===== src/rtl/mbm_pkg.sv =====
package mbm_pkg;
    localparam int MBM_ADDR_W  = 24;
    localparam int MBM_AD_W    = 16;
    localparam int MBM_HI_W    = MBM_ADDR_W - MBM_AD_W;
    localparam int MBM_DATA_W  = 32;
    localparam int MBM_LANE_W  = 8;
    localparam int MBM_LANES   = MBM_DATA_W / MBM_LANE_W;
    localparam int MBM_IDX_W   = $clog2(MBM_LANES);
    localparam int MBM_BEAT_W  = MBM_IDX_W + 1;
    localparam int MBM_FIN_CYC = 2;

    typedef enum logic [1:0] {
        SZ_BYTE = 2'b00,
        SZ_HALF = 2'b01,
        SZ_WORD = 2'b10,
        SZ_RSVD = 2'b11
    } size_e;

    typedef enum logic [2:0] {
        ST_IDLE,
        ST_SYNC,
        ST_ADDR,
        ST_DWAIT,
        ST_ACKW,
        ST_FIN,
        ST_RECOV
    } state_e;

    typedef struct packed {
        logic                  write;
        size_e                 size;
        logic [MBM_ADDR_W-1:0] addr;
        logic [MBM_DATA_W-1:0] wdata;
    } req_t;

    function automatic logic [MBM_BEAT_W-1:0] beats_of(size_e s);
        case (s)
            SZ_HALF: beats_of = MBM_BEAT_W'(2);
            SZ_WORD: beats_of = MBM_BEAT_W'(4);
            default: beats_of = MBM_BEAT_W'(1);
        endcase
    endfunction
endpackage


===== src/rtl/mbm_seq.sv =====
module mbm_seq
    import mbm_pkg::*;
#(
    parameter int ACK_WAIT = 2
) (
    input  logic   clk,
    input  logic   rst,
    input  logic   bus_en,
    input  logic   start,
    input  logic   last,
    input  logic   bus_ack,
    output state_e state,
    output logic   ack_take,
    output logic   beat_adv,
    output logic   done,
    output logic   idle
);
    localparam int CMAX = (ACK_WAIT > MBM_FIN_CYC) ? ACK_WAIT : MBM_FIN_CYC;
    localparam int CW   = $clog2(CMAX + 1);

    state_e        nxt;
    logic [CW-1:0] cnt;

    always_comb begin
        nxt = state;
        case (state)
            ST_IDLE:  if (start) nxt = ST_SYNC;
            ST_SYNC:  if (bus_en) nxt = ST_ADDR;
            ST_ADDR:  nxt = ST_DWAIT;
            ST_DWAIT: if (cnt == CW'(ACK_WAIT - 1)) nxt = ST_ACKW;
            ST_ACKW:  if (bus_ack) nxt = ST_FIN;
            ST_FIN:   if (cnt == CW'(MBM_FIN_CYC - 1)) nxt = ST_RECOV;
            ST_RECOV: nxt = last ? ST_IDLE : ST_SYNC;
            default:  nxt = ST_IDLE;
        endcase
    end

    always_ff @(posedge clk) begin
        if (rst) begin
            state <= ST_IDLE;
            cnt   <= '0;
        end else begin
            state <= nxt;
            cnt   <= (nxt != state) ? '0 : cnt + 1'b1;
        end
    end

    assign ack_take = (state == ST_ACKW) && bus_ack;
    assign beat_adv = (state == ST_RECOV) && !last;
    assign done     = (state == ST_RECOV) && last;
    assign idle     = (state == ST_IDLE);

    AST_BUSY_AFTER_START: assert property (@(posedge clk) disable iff (rst)
        start |=> !idle);
    AST_DONE_ONE_CYCLE: assert property (@(posedge clk) disable iff (rst)
        done |=> !done);
endmodule


===== src/rtl/mbm_lane.sv =====
module mbm_lane
    import mbm_pkg::*;
(
    input  logic                  clk,
    input  logic                  rst,
    input  logic                  start,
    input  req_t                  req_in,
    input  logic                  beat_adv,
    output logic [MBM_ADDR_W-1:0] cur_addr,
    output logic [MBM_LANE_W-1:0] wbyte,
    output logic                  last,
    output logic                  is_write
);
    req_t                 held;
    logic [MBM_IDX_W-1:0] idx;
    logic [MBM_IDX_W-1:0] lane;

    always_ff @(posedge clk) begin
        if (rst) begin
            held <= '0;
            idx  <= '0;
        end else if (start) begin
            held <= req_in;
            idx  <= '0;
        end else if (beat_adv) begin
            idx  <= idx + 1'b1;
        end
    end

    assign cur_addr = held.addr + MBM_ADDR_W'(idx);
    assign lane     = cur_addr[MBM_IDX_W-1:0];
    assign wbyte    = held.wdata[lane*MBM_LANE_W +: MBM_LANE_W];
    assign last     = ({1'b0, idx} == beats_of(held.size) - 1'b1);
    assign is_write = held.write;

    AST_ADDR_STEPS_UP: assert property (@(posedge clk) disable iff (rst)
        beat_adv |=> cur_addr[MBM_IDX_W-1:0] ==
                     MBM_IDX_W'($past(cur_addr[MBM_IDX_W-1:0]) + 1'b1));
endmodule


===== src/rtl/mbm_rd_asm.sv =====
module mbm_rd_asm
    import mbm_pkg::*;
(
    input  logic                  clk,
    input  logic                  rst,
    input  logic                  start,
    input  logic                  capture,
    input  logic [MBM_IDX_W-1:0]  lane,
    input  logic [MBM_LANE_W-1:0] din,
    output logic [MBM_DATA_W-1:0] rdata
);
    for (genvar g = 0; g < MBM_LANES; g++) begin : g_lane
        logic [MBM_LANE_W-1:0] q;
        always_ff @(posedge clk) begin
            if (rst || start)
                q <= '0;
            else if (capture && lane == MBM_IDX_W'(g))
                q <= din;
        end
        assign rdata[g*MBM_LANE_W +: MBM_LANE_W] = q;
    end
endmodule


===== src/rtl/mux8_bus_master.sv =====
module mux8_bus_master
    import mbm_pkg::*;
#(
    parameter int ACK_WAIT = 2
) (
    input  logic                  clk,
    input  logic                  rst,
    input  logic                  bus_en,
    input  logic                  req_valid,
    output logic                  req_ready,
    input  logic                  req_write,
    input  logic [1:0]            req_size,
    input  logic [MBM_ADDR_W-1:0] req_addr,
    input  logic [MBM_DATA_W-1:0] req_wdata,
    output logic                  done,
    output logic [MBM_DATA_W-1:0] rdata,
    output logic                  bus_cs_n,
    output logic                  bus_ale,
    output logic [MBM_AD_W-1:0]   bus_ad_out,
    output logic                  bus_ad_oe,
    input  logic [MBM_LANE_W-1:0] bus_ad_in,
    output logic [MBM_HI_W-1:0]   bus_addr_hi,
    output logic                  bus_we_n,
    input  logic                  bus_ack
);
    state_e                state;
    logic                  idle, start, last, ack_take, beat_adv;
    logic                  is_write, data_ph;
    logic [MBM_ADDR_W-1:0] cur_addr;
    logic [MBM_LANE_W-1:0] wbyte;
    req_t                  req_in;

    assign start  = req_valid && idle;
    assign req_in = '{write: req_write, size: size_e'(req_size),
                      addr: req_addr, wdata: req_wdata};

    mbm_seq #(.ACK_WAIT(ACK_WAIT)) u_seq (
        .clk(clk), .rst(rst), .bus_en(bus_en), .start(start), .last(last),
        .bus_ack(bus_ack), .state(state), .ack_take(ack_take),
        .beat_adv(beat_adv), .done(done), .idle(idle)
    );

    mbm_lane u_lane (
        .clk(clk), .rst(rst), .start(start), .req_in(req_in),
        .beat_adv(beat_adv), .cur_addr(cur_addr), .wbyte(wbyte),
        .last(last), .is_write(is_write)
    );

    mbm_rd_asm u_rd (
        .clk(clk), .rst(rst), .start(start), .capture(ack_take && !is_write),
        .lane(cur_addr[MBM_IDX_W-1:0]), .din(bus_ad_in), .rdata(rdata)
    );

    assign data_ph     = (state == ST_DWAIT) || (state == ST_ACKW) || (state == ST_FIN);
    assign req_ready   = idle;
    assign bus_ale     = (state == ST_ADDR);
    assign bus_cs_n    = !(bus_ale || data_ph);
    assign bus_ad_oe   = bus_ale || (data_ph && is_write);
    assign bus_we_n    = !(data_ph && is_write);
    assign bus_addr_hi = bus_ale ? cur_addr[MBM_ADDR_W-1:MBM_AD_W] : '0;

    always_comb begin
        if (bus_ale)
            bus_ad_out = cur_addr[MBM_AD_W-1:0];
        else if (bus_ad_oe)
            bus_ad_out = {{(MBM_AD_W-MBM_LANE_W){1'b0}}, wbyte};
        else
            bus_ad_out = '0;
    end

    AST_DESELECT_HIZ: assert property (@(posedge clk) disable iff (rst)
        bus_cs_n |-> !bus_ad_oe);
    AST_START_ON_EN: assert property (@(posedge clk) disable iff (rst)
        $fell(bus_cs_n) |-> $past(bus_en));
    AST_HI_ZERO_DATA: assert property (@(posedge clk) disable iff (rst)
        (!bus_cs_n && !bus_ale) |-> bus_addr_hi == '0);
    AST_WE_IN_DATA: assert property (@(posedge clk) disable iff (rst)
        !bus_we_n |-> (!bus_cs_n && !bus_ale && bus_ad_oe));
    AST_DONE_DESEL: assert property (@(posedge clk) disable iff (rst)
        done |-> bus_cs_n);
    AST_FIN_TWO: assert property (@(posedge clk) disable iff (rst)
        ack_take |=> !bus_cs_n ##1 !bus_cs_n ##1 bus_cs_n);
endmodule


===== config.mk =====
export PLATFORM = sky130hd
export DESIGN_NAME = mux8_bus_master
export DESIGN_NICKNAME = d
export VERILOG_FILES = /design/src/rtl/mbm_pkg.sv /design/src/rtl/mbm_seq.sv /design/src/rtl/mbm_lane.sv /design/src/rtl/mbm_rd_asm.sv /design/src/rtl/mux8_bus_master.sv
export SDC_FILE = /design/constraint.sdc
export NUM_CORES = 1
export LEC_CHECK = 0
export ABC_CLOCK_PERIOD_IN_PS = 3650
export BUFFER_PORTS_ARGS = -buffer_cell sky130_fd_sc_hd__clkbuf_2
export CAP_MARGIN = 40
export CORE_MARGIN = 4
export CORE_UTILIZATION = 55
export CTS_CLUSTER_DIAMETER = 80
export DETAILED_ROUTE_END_ITERATION = 16
export HOLD_SLACK_MARGIN = 0.12
export PLACE_DENSITY = 0.91
export SLEW_MARGIN = 15
export SYNTH_ARGS = -nofsm -noshare
export SYNTH_HDL_FRONTEND = slang
export SYNTH_HIERARCHICAL = 1
export SYNTH_SLANG_ARGS = --single-unit

===== constraint.sdc =====
create_clock -name clk -period 3.65 [get_ports clk]
set_input_delay 0.365 -clock clk [delete_from_list [all_inputs] [get_ports clk]]
set_output_delay 0.365 -clock clk [all_outputs]
set_load 0.05 [all_outputs]

==> impl_summary.log, run 1 <==
INFO  metric finish.utilization = 0.666
INFO  metric worstPathArrival = 2.71 ns
INFO  metric drt-pass1-iter-count = 5
INFO  metric syn-num-nets = 598
INFO  metric endpoint_kind_of_the_worst_setup_timing_path = primary output
INFO  metric yosys_most_used_dff = sky130_fd_sc_hd__dfxtp_1
INFO  metric finalSetupViolCount = 0
INFO  metric finalSetupTns = 0 ns
INFO  metric syn_avg_cell_area = just under 10 um2
INFO  metric diode_insertion_count_for_antenna_repair = 0
INFO  metric clkTransAtPathRegs = 0.10 ns
INFO  metric h_tree_level_count = 3
INFO  metric final_antenna_net_count = 0
INFO  metric cpPeakStageDelay = 0.87 ns
INFO  metric first_iter_violations = 375
INFO  metric port_buffers = around 130
INFO  metric gpl.final_weighted_congestion = 0.839
INFO  metric hpwl_reported_at_the_end_of_detailed_placement = 9220 um
INFO  metric synth-edff-count = 0
INFO  metric cts_sinks = 98
INFO  metric reg2reg_depth = 5
INFO  metric cts_inserted_buffers = 9
INFO  metric initial_core_util = 0.574
INFO  metric rsz0062_at_grt = false
INFO  metric yosysWarningCount = 6
INFO  metric worst_slew_pin_slew = 0.782 ns
INFO  metric grt_util_all_layers = 0.227
INFO  metric outcome = finished, final reports clean
INFO  metric place.detailed.instances = 728
INFO  metric worstHoldStart = req_wdata[4]
INFO  metric floorplan.die_area = 10,800 um2
INFO  metric netlist_area = between 5000 and 6000 um2
INFO  metric floorplan.rows = 34
INFO  metric category_of_the_worst_setup_path_launch_point = flip-flop
INFO  metric grt_pass1_wl = 20,300 um
INFO  metric antenna_found_initial = 0
INFO  metric layoutNonFillerInstCount = 744
INFO  metric leakage = 2.72 nW
INFO  metric crit_path_cell_chain = ha_1 -> fa_1 -> mux4_2 -> nand4_1 -> nand3_1 -> clkbuf_2
INFO  metric fmax = 0.325 GHz
INFO  metric clock-root-buffer = sky130_fd_sc_hd__clkbuf_8
INFO  metric cts.hold.buffers_added = 0
INFO  metric drc = 0
INFO  metric vias = 4,183
INFO  metric slew_viols_final = 0
INFO  metric design.final.nets = 709
INFO  metric fin_skew = just under 0.02 ns
INFO  metric routed_wl = ~12,000 um
INFO  metric ios = 134
INFO  metric relSlewSlack = 0.479
INFO  metric seq_area_frac_synth = 0.386
INFO  metric postSynthRegisterBits = 98
INFO  metric grt_overflow_total = 0
INFO  metric path_delay_family = adder cells
INFO  metric number_of_global_route_vias_before_repair = 4,091
INFO  metric drive_gt1_frac = 0.332
INFO  metric fin_hold_ws = 0.237 ns
INFO  metric fin_crit_sh = 0.843
INFO  metric vdd_drop_max = 199 uV
INFO  metric hold_viol_final = 0
INFO  metric holdPathStages = 3
INFO  metric power_per_cell_area = 394 nW/um2
INFO  metric synthesis.instances = 520
INFO  metric required = 3.28 ns
INFO  metric clk-insertion-delay-late = 0.36 ns
INFO  metric cp_max_fo = 15
INFO  metric r2r-start = u_seq/state[1]$_SDFF_PP0_
INFO  metric grt_start_max_net_pins = just under 80
INFO  metric netlist-cell-type-count = 54
INFO  metric cts_post_setup_buffers_inserted = 0
INFO  metric final_cell_mix = sky130_fd_sc_hd__clkbuf_2, sky130_fd_sc_hd__dfxtp_1, sky130_fd_sc_hd__mux2i_1
INFO  metric timing.final.crit_period = roughly 3.1 ns
INFO  metric power = 2.32 mW
INFO  metric drv.max_cap_violation_count = 0
INFO  metric critical_path.reg2reg.endpoint = u_lane/held[25]$_SDFFE_PP0P_
INFO  metric path_buf_inv = 1
INFO  metric area_growth_syn_to_layout = 16.1%
INFO  metric die_h = 104 um
INFO  metric cts_tree = yes
INFO  metric rrSetupSlack = 1.14 ns
INFO  metric cts_repair_resize_count = 0
INFO  metric most_frequent_standard_cell_in_the_layout_excluding_fill_and_tap_cells = sky130_fd_sc_hd__clkbuf_2
INFO  metric synth-async-reset-ratio = 0
INFO  metric min_to = u_lane/held[4]$_SDFFE_PP0P_
INFO  metric path_class = flip-flop to primary output
INFO  metric avgRoutedWirePerCell = 16.8 um
INFO  metric critical_path_cell_with_the_highest_stage_delay = sky130_fd_sc_hd__fa_1
INFO  metric core = between 8000 and 9000 um2
INFO  metric clock_path_buffers = 2
INFO  metric die_w = ~100 um
INFO  metric timing.hold.worst.class = primary input to flip-flop
INFO  metric post_drt_via_cell_ratio = between 5 and 6
## cell families after synthesis
logic type / share of synthesized area
flops: 0.386
mux: 0.219
simple gates: 0.267
compound gates: 0.0197
xor+xnor: 0.0431
fa+ha+maj: 0.0182
buf+inv: 0.0465
## layout make-up
type                    instances  area [um2]
fillers                       687        2950
flip-flops and latches         98        1960
clock buffers                  10         128
well taps                     108         135
inverters                       7        26.3
multi-input cells             377        2890
clock inverters                 6        57.6
repair buffers                138         703
## how the worst max path moves through the flow
stage | start | endpoint | slack [ns] | cells past startpoint
floorplan | u_seq/state[1]$_SDFF_PP0_ | u_lane/held[23]$_SDFFE_PP0P_ | 0.77 | 8
detailed placement | u_lane/idx[0]$_SDFFE_PP0P_ | bus_ad_out[4] | 0.99 | 6
global placement | u_lane/idx[0]$_SDFFE_PP0P_ | bus_ad_out[7] | 1.06 | 6
global route | u_lane/idx[0]$_SDFFE_PP0P_ | bus_ad_out[7] | 0.41 | 6
CTS | u_lane/idx[0]$_SDFFE_PP0P_ | bus_ad_out[4] | 0.58 | 6
finish | u_lane/idx[0]$_SDFFE_PP0P_ | bus_ad_out[4] | 0.57 | 6
## where the power goes
| part | internal, mW | leakage [nW] | switching (mW) |
|---|---|---|---|
| clock | 0.266 | 0.0953 | 0.404 |
| combinational | 0.196 | 1.82 | 0.256 |
| sequential | 1.13 | 0.800 | 0.0674 |
| total | 1.60 | 2.72 | 0.727 |
## cells in the mapped netlist (3+ instances only)
cell type,count,area share
sky130_fd_sc_hd__inv_1,6,0.0044
sky130_fd_sc_hd__nand2b_1,3,0.0037
sky130_fd_sc_hd__or3b_1,6,0.010
sky130_fd_sc_hd__buf_6,6,0.013
sky130_fd_sc_hd__ha_1,5,0.012
sky130_fd_sc_hd__mux2i_1,92,0.18
sky130_fd_sc_hd__nand3_2,3,0.0059
sky130_fd_sc_hd__dfxtp_1,98,0.39
sky130_fd_sc_hd__nand4_1,12,0.015
sky130_fd_sc_hd__nand3b_1,10,0.015
sky130_fd_sc_hd__nand2_1,13,0.0096
sky130_fd_sc_hd__xnor2_1,20,0.034
sky130_fd_sc_hd__a21oi_1,4,0.0039
sky130_fd_sc_hd__and2_1,18,0.022
sky130_fd_sc_hd__o21ai_0,3,0.0030
sky130_fd_sc_hd__nand3_1,28,0.028
sky130_fd_sc_hd__xor2_1,5,0.0086
sky130_fd_sc_hd__nor3_1,6,0.0059
sky130_fd_sc_hd__or3b_2,35,0.060
sky130_fd_sc_hd__nor2_1,76,0.056
sky130_fd_sc_hd__buf_2,13,0.013
sky130_fd_sc_hd__mux4_2,8,0.035
sky130_fd_sc_hd__clkbuf_1,15,0.011
## per-stage QoR
step / instance area (um2) / setup slack [ns]
6_report: 5900 / 0.573
5_1_grt: 5900 / 0.410
4_1_cts: 5900 / 0.576
3_5_place_dp: 5710 / 0.990
3_3_place_gp: 5710 / 1.06
2_1_floorplan: 5080 / 0.773
## tightest hold or removal path: stages
cell,delay (ns)
sky130_fd_sc_hd__clkbuf_2,0.07
sky130_fd_sc_hd__mux2i_1,0.06
sky130_fd_sc_hd__nor2_1,0.07
## layer usage
layer | track usage | vias to the layer above | wire length, um
met1 | 0.292 | 1977 | 5430
met3 | 0.0329 | 23 | 566
met4 | 0.0969 | 0 | 335
li1 | - | 2042 | -
met5 | 0 | - | 0
met2 | 0.379 | 141 | 6140
## state kept, by name, indices dropped and copies added (netlist names)
signal / flops
u_lane/held: 58
u_lane/idx: 2
u_lane/is_write: 1
u_rd/g_lane.q: 32
u_seq/cnt: 2
u_seq/state: 3
(Power assumes the default switching activity.)
==> run 2, diff against run 1 <==
--- a/config.mk
+++ b/config.mk
@@ -5,15 +5,15 @@
 export SDC_FILE = /design/constraint.sdc
 export NUM_CORES = 1
 export LEC_CHECK = 0
-export ABC_CLOCK_PERIOD_IN_PS = 3650
+export ABC_CLOCK_PERIOD_IN_PS = 3100
 export BUFFER_PORTS_ARGS = -buffer_cell sky130_fd_sc_hd__clkbuf_2
 export CAP_MARGIN = 40
 export CORE_MARGIN = 4
-export CORE_UTILIZATION = 55
+export CORE_UTILIZATION = 53
 export CTS_CLUSTER_DIAMETER = 80
 export DETAILED_ROUTE_END_ITERATION = 16
 export HOLD_SLACK_MARGIN = 0.12
-export PLACE_DENSITY = 0.91
+export PLACE_DENSITY = 0.88
 export SLEW_MARGIN = 15
 export SYNTH_ARGS = -nofsm -noshare
 export SYNTH_HDL_FRONTEND = slang
==> constraint.sdc (replaced) <==
create_clock -name clk -period 3.1 [get_ports clk]
set_input_delay 0.31 -clock clk [delete_from_list [all_inputs] [get_ports clk]]
set_output_delay 0.31 -clock clk [all_outputs]
set_load 0.05 [all_outputs]
==> run 2 against run 1 <==
Combinational power is 20% higher. Worst setup slack lost 0.34 ns. Sequential power up 18%. Utilization shrank 2.4 points. Global-route usage shrank 0.86 points. Wire length grew 0.12%. Critical path type unchanged. Largest cell class unchanged.
==> impl_summary.log, run 2 (same netlist as run 1, synthesis figures left out) <==
INFO  metric design.final.nets = 710
INFO  metric drt-pass1-iter-count = 5
INFO  metric ios = 134
INFO  metric endpoint_kind_of_the_worst_setup_timing_path = primary output
INFO  metric clock-root-buffer = sky130_fd_sc_hd__clkbuf_8
INFO  metric initial_core_util = 0.547
INFO  metric crit_path_cell_chain = ha_1 -> fa_2 -> mux4_2 -> nand4_1 -> nand3_1 -> clkbuf_2
INFO  metric worstPathArrival = 2.55 ns
INFO  metric critical_path_cell_with_the_highest_stage_delay = sky130_fd_sc_hd__fa_2
INFO  metric path_delay_family = adder cells
INFO  metric layout_top_registers = u_lane/held x58, u_rd/g_lane.q x32, u_seq/state x3
INFO  metric fin_hold_ws = 0.178 ns
INFO  metric fin_skew = 0.0160 ns
INFO  metric die_h = 106 um
INFO  metric sequential_cell_area = 1960 um2
INFO  metric clk-insertion-delay-late = 0.36 ns
INFO  metric fin_crit_sh = 0.924
INFO  metric path_class = flip-flop to primary output
INFO  metric diode_insertion_count_for_antenna_repair = 0
INFO  metric vdd_drop_max = ~340 uV
INFO  metric worst_slew_pin_slew = 0.821 ns
INFO  metric timing.hold.worst.class = primary input to flip-flop
INFO  metric multi_input_comb_area = 2890 um2
INFO  metric power_per_cell_area = between 400 and 500 nW/um2
INFO  metric hold_viol_final = 0
INFO  metric area_growth_syn_to_layout = 17.5%
INFO  metric finalSetupViolCount = 0
INFO  metric grt_pass1_wl = 20,100 um
INFO  metric gpl.final_weighted_congestion = 0.779
INFO  metric clkTransAtPathRegs = 0.11 ns
INFO  metric relSlewSlack = 0.453
INFO  metric layoutNonFillerInstCount = 766
INFO  metric postLayoutCellArea = 5970 um2
INFO  metric cp_max_fo = 15
INFO  metric hpwl_reported_at_the_end_of_detailed_placement = 9220 um
INFO  metric die_w = 106 um
INFO  metric drive_gt1_frac = 0.336
INFO  metric core = approximately 9300 um2
INFO  metric nFillCells = 790
INFO  metric finalSetupTns = 0 ns
INFO  metric rsz0062_at_grt = false
INFO  metric largest_reg_flops = 58
INFO  metric cpPeakStageDelay = between 0.7 and 0.8 ns
INFO  metric cts_inserted_buffers = 9
INFO  metric port_buffers = 133
INFO  metric outcome = finished, final reports clean
INFO  metric first_iter_violations = 231
INFO  metric h_tree_level_count = 3
INFO  metric slew_viols_final = 0
INFO  metric clock_path_buffers = 2
INFO  metric required = 2.79 ns
INFO  metric antenna_found_initial = 0
INFO  metric grt_util_all_layers = 0.218
INFO  metric cts_sinks = 98
INFO  metric most_frequent_standard_cell_in_the_layout_excluding_fill_and_tap_cells = sky130_fd_sc_hd__clkbuf_2
INFO  metric power = 2.75 mW
INFO  metric floorplan.rows = 35
INFO  metric floorplan.die_area = around 11,000 um2
INFO  metric final_cell_mix = sky130_fd_sc_hd__clkbuf_2, sky130_fd_sc_hd__dfxtp_1, sky130_fd_sc_hd__mux2i_1
INFO  metric cts_tree = yes
INFO  metric post_drt_via_cell_ratio = between 5 and 6
INFO  metric avgRoutedWirePerCell = between 15 and 20 um
INFO  metric detailed_place.area = 5780 um2
INFO  metric timing.final.crit_period = 2.86 ns
INFO  metric final_antenna_net_count = 0
INFO  metric grt_start_max_net_pins = 72
INFO  metric place.detailed.instances = 750
INFO  metric number_of_global_route_vias_before_repair = around 4.2k
INFO  metric grt_overflow_total = 0
INFO  metric routed_wl = 12,500 um
INFO  metric drc = 0
INFO  metric drv.max_cap_violation_count = 0
INFO  metric leakage = 2.73 nW
INFO  metric max_flop_register = u_lane/held
INFO  metric fmax = 0.349 GHz
INFO  metric path_buf_inv = 1
INFO  metric vias = roughly 4.2k
INFO  metric category_of_the_worst_setup_path_launch_point = flip-flop
run 2: final timing paths:
path	start	to	slack (ns)	cells past startpoint
hold reg to reg	u_lane/held[21]$_SDFFE_PP0P_	u_lane/held[21]$_SDFFE_PP0P_	0.50	2
setup reg to reg	u_seq/state[2]$_SDFF_PP0_	u_rd/g_lane[0].q[3]$_SDFFE_PP0P_	0.69	5
hold / removal	req_wdata[10]	u_lane/held[10]$_SDFFE_PP0P_	0.18	3
setup / recovery	u_lane/idx[0]$_SDFFE_PP0P_	bus_ad_out[7]	0.24	6
run 2: power breakdown:
part	internal, mW	switching, mW
logic	0.240	0.304
registers	1.34	0.0804
clock network	0.324	0.463
run 2: area by class of cell:
class	instances	share of cell area
Clock inverter	6	0.00839
Clock buffer	10	0.0231
Tap cell	129	0.0270
Sequential cell	98	0.329
Inverter	7	0.00440
Timing Repair Buffer	139	0.125
Multi-Input combinational cell	377	0.484
run 2: routing by layer:
layer / GRT usage / routed length (um) / share of wire / up-vias
met5: 0 / 0 / 0 / -
met4: 0.0703 / 247 / 0.020 / 0
met3: 0.0316 / 620 / 0.050 / 24
met2: 0.381 / 6250 / 0.50 / 131
met1: 0.277 / 5370 / 0.43 / 1996
li1: - / - / - / 2042
run 2: worst register-to-register path: cells and delay by family (launching register included):
kind | cells | cell delay (ns)
and+or+nand+nor | 3 | 1.29
DFF | 1 | 0.59
muxes | 1 | 0.21
buffers and inverters | 1 | 0.19
run 2: per-stage QoR:
stage	utilization	setup slack (ns)
floorplan	-	0.223
global placement	0.619	0.549
detailed placement	0.622	0.496
CTS	0.643	0.0824
global route	0.643	0.112
finish	0.643	0.237
run 2: what timing repair did:
item / 4_1_cts / 5_1_grt
hold buffers: 0 / 0
endpoints found under the setup margin: 0 / 4
buffers inserted: 0 / 0
resized for setup: 0 / 1
==> run 3, diff against run 2 <==
--- a/config.mk
+++ b/config.mk
@@ -5,7 +5,7 @@
 export SDC_FILE = /design/constraint.sdc
 export NUM_CORES = 1
 export LEC_CHECK = 0
-export ABC_CLOCK_PERIOD_IN_PS = 3100
+export ABC_CLOCK_PERIOD_IN_PS = 2700
 export BUFFER_PORTS_ARGS = -buffer_cell sky130_fd_sc_hd__clkbuf_2
 export CAP_MARGIN = 40
 export CORE_MARGIN = 4
==> constraint.sdc (replaced) <==
create_clock -name clk -period 2.7 [get_ports clk]
set_input_delay 0.27 -clock clk [delete_from_list [all_inputs] [get_ports clk]]
set_output_delay 0.27 -clock clk [all_outputs]
set_load 0.05 [all_outputs]
==> run 3 against run 2 <==
Via count rose by 1.1%. First-iteration DRC count rose by 36%. Global-route usage rose by 1.4 points. Clock-buffer cell count fell by 1. Design area rose by 2.3%. Utilization rose by 1.5 points. Combinational power rose by 18%. Die area did not move. Sequential power rose by 15%. Worst setup slack got worse by 0.15 ns. Clock power rose by 26%.
==> impl_summary.log, run 3 (same netlist as run 1, synthesis figures left out) <==
INFO  metric critical_path.reg2reg.endpoint = u_rd/g_lane[0].q[6]$_SDFFE_PP0P_
INFO  metric most_frequent_standard_cell_in_the_layout_excluding_fill_and_tap_cells = sky130_fd_sc_hd__clkbuf_2
INFO  metric hpwl_reported_at_the_end_of_detailed_placement = roughly 9300 um
INFO  metric fmax = 0.383 GHz
INFO  metric category_of_the_worst_setup_path_launch_point = flip-flop
INFO  metric global_route.usage.met2 = 0.378
INFO  metric path_buf_inv = 2
INFO  metric grt_util_all_layers = 0.232
INFO  metric die_h = roughly 110 um
INFO  metric worstPathArrival = between 2 and 2.5 ns
INFO  metric required = 2.43 ns
INFO  metric hold_viol_final = 0
INFO  metric path_delay_family = adder cells
INFO  metric endpoint_kind_of_the_worst_setup_timing_path = primary output
INFO  metric drc = 0
INFO  metric cts_inserted_buffers = 9
INFO  metric relSlewSlack = 0.532
INFO  metric r2r-start = u_lane/held[32]$_SDFFE_PP0P_
INFO  metric critical_path_cell_count = 7
INFO  metric clk-insertion-delay-late = 0.36 ns
INFO  metric largest_reg_flops = 58
INFO  metric clock_path_buffers = 2
INFO  metric layout_top_registers = u_lane/held x58, u_rd/g_lane.q x32, u_seq/state x3
INFO  metric detailed_place.area = 5780 um2
INFO  metric fin_skew = approximately 0.015 ns
INFO  metric floorplan.rows = 35
INFO  metric ios = 134
INFO  metric reg2reg_depth = 6
INFO  metric global_route.usage.met3 = 0.0395
INFO  metric first_iter_violations = around 320
INFO  metric power = 3.26 mW
INFO  metric die_w = 106 um
INFO  metric drt-pass1-iter-count = 7
INFO  metric crit_path_cell_chain = ha_4 -> fa_2 -> buf_6 -> mux4_2 -> nand3_1 -> nand3_1 -> buf_6
INFO  metric path_class = flip-flop to primary output
INFO  metric cts.hold.buffers_added = 0
INFO  metric outcome = finished, final reports clean
INFO  metric finalSetupTns = 0 ns
INFO  metric leakage = 2.79 nW
INFO  metric initial_core_util = 0.547
INFO  metric core = 9280 um2
INFO  metric number_of_global_route_vias_before_repair = 4,345
INFO  metric max_flop_register = u_lane/held
INFO  metric cts_sinks = just under 100
INFO  metric vias = 4,240
INFO  metric h_tree_level_count = 3
INFO  metric timing.final.crit_period = about 2.6 ns
INFO  metric cp_max_fo = 5
INFO  metric port_buffers = between 100 and 150
INFO  metric power_per_cell_area = approximately 530 nW/um2
INFO  metric cts_tree = yes
INFO  metric clkTransAtPathRegs = 0.11 ns
INFO  metric grt_overflow_total = 0
INFO  metric globalRoute.busiestLayer = met2
INFO  metric post_drt_via_cell_ratio = around 5.5
INFO  metric crit_path_start = u_lane/idx[0]$_SDFFE_PP0P_
INFO  metric diode_insertion_count_for_antenna_repair = 0
INFO  metric timing.hold.worst.class = primary input to flip-flop
INFO  metric place.detailed.instances = about 750
INFO  metric design.final.nets = 714
INFO  metric grt_use_met1 = 0.302
INFO  metric grt_start_max_net_pins = 60
INFO  metric clock-root-buffer = sky130_fd_sc_hd__clkbuf_8
INFO  metric area_growth_syn_to_layout = 20.2%
INFO  metric layoutNonFillerInstCount = slightly below 800
INFO  metric critical_path.endpoint = bus_ad_out[7]
INFO  metric worst_slew_pin_slew = around 0.7 ns
INFO  metric cpPeakStageDelay = ~0.55 ns
INFO  metric grt_pass1_wl = 21,200 um
INFO  metric final_antenna_net_count = 0
INFO  metric fin_crit_sh = 0.968
INFO  metric avgRoutedWirePerCell = 17.0 um
INFO  metric antenna_found_initial = 0
INFO  metric critical_path_cell_with_the_highest_stage_delay = sky130_fd_sc_hd__fa_2
INFO  metric postLayoutCellArea = just over 6000 um2
INFO  metric floorplan.die_area = 11,200 um2
INFO  metric routed_wl = 13,100 um
INFO  metric gpl.final_weighted_congestion = 0.805
INFO  metric final_cell_mix = sky130_fd_sc_hd__clkbuf_2, sky130_fd_sc_hd__dfxtp_1, sky130_fd_sc_hd__mux2i_1
INFO  metric vdd_drop_max = 354 uV
INFO  metric drv.max_cap_violation_count = 0
INFO  metric rrSetupSlack = 0.43 ns
INFO  metric finalSetupViolCount = 0
INFO  metric drive_gt1_frac = 0.354
INFO  metric slew_viols_final = 0
[run 3: worst min path at each step]
| stage | from | endpoint | slack, ns | cells past startpoint |
|---|---|---|---|---|
| global placement | u_lane/held[25]$_SDFFE_PP0P_ | u_lane/held[25]$_SDFFE_PP0P_ | 0.47 | 2 |
| global route | req_addr[19] | u_lane/held[51]$_SDFFE_PP0P_ | 0.13 | 3 |
| floorplan | rst | u_seq/state[1]$_SDFF_PP0_ | 0.34 | 1 |
| finish | req_addr[14] | u_lane/held[46]$_SDFFE_PP0P_ | 0.14 | 3 |
| CTS | req_wdata[21] | u_lane/held[21]$_SDFFE_PP0P_ | 0.14 | 3 |
| detailed placement | u_lane/held[8]$_SDFFE_PP0P_ | u_lane/held[8]$_SDFFE_PP0P_ | 0.49 | 2 |
[run 3: worst min-delay path, stage by stage]
cell and delay, ns:
sky130_fd_sc_hd__clkbuf_2 0.08, sky130_fd_sc_hd__mux2i_1 0.06, sky130_fd_sc_hd__nor2_1 0.07
[run 3: power by group]
part	switching, mW	leakage [nW]	internal (mW)
Sequential	0.0923	0.801	1.53
Combinational	0.360	1.89	0.284
Clock	0.543	0.107	0.446
Total	0.995	2.79	2.26
[run 3: layout make-up]
cell class                      instances  area (um2)
Multi-Input combinational cell        377        2930
Sequential cell                        98        1970
Clock inverter                          7        81.3
Fill cell                             747        3180
Timing Repair Buffer                  143         813
Clock buffer                            9         124
Inverter                                7        26.3
Tap cell                              129         161
[run 3: repair_timing]
item,4_1_cts,5_1_grt
endpoints found under the setup margin,9,14
resized for setup,13,21
setup buffers,3,0
pin swaps,1,2
[run 3: stage by stage]
stage	setup WS, ns	util	hold slack, ns
final	0.0867	0.658	0.144
after global routing	-0.00266	0.658	0.133
after CTS	0.00304	0.652	0.139
after detailed placement	0.108	0.623	0.485
after global placement	0.228	0.621	0.474
after floorplan	0.184	-	0.339
[run 3: metal layers]
metal,share of wire,vias to the layer above
met5,0,-
met2,0.49,167
met4,0.031,0
met1,0.43,1993
met3,0.051,32
li1,-,2048
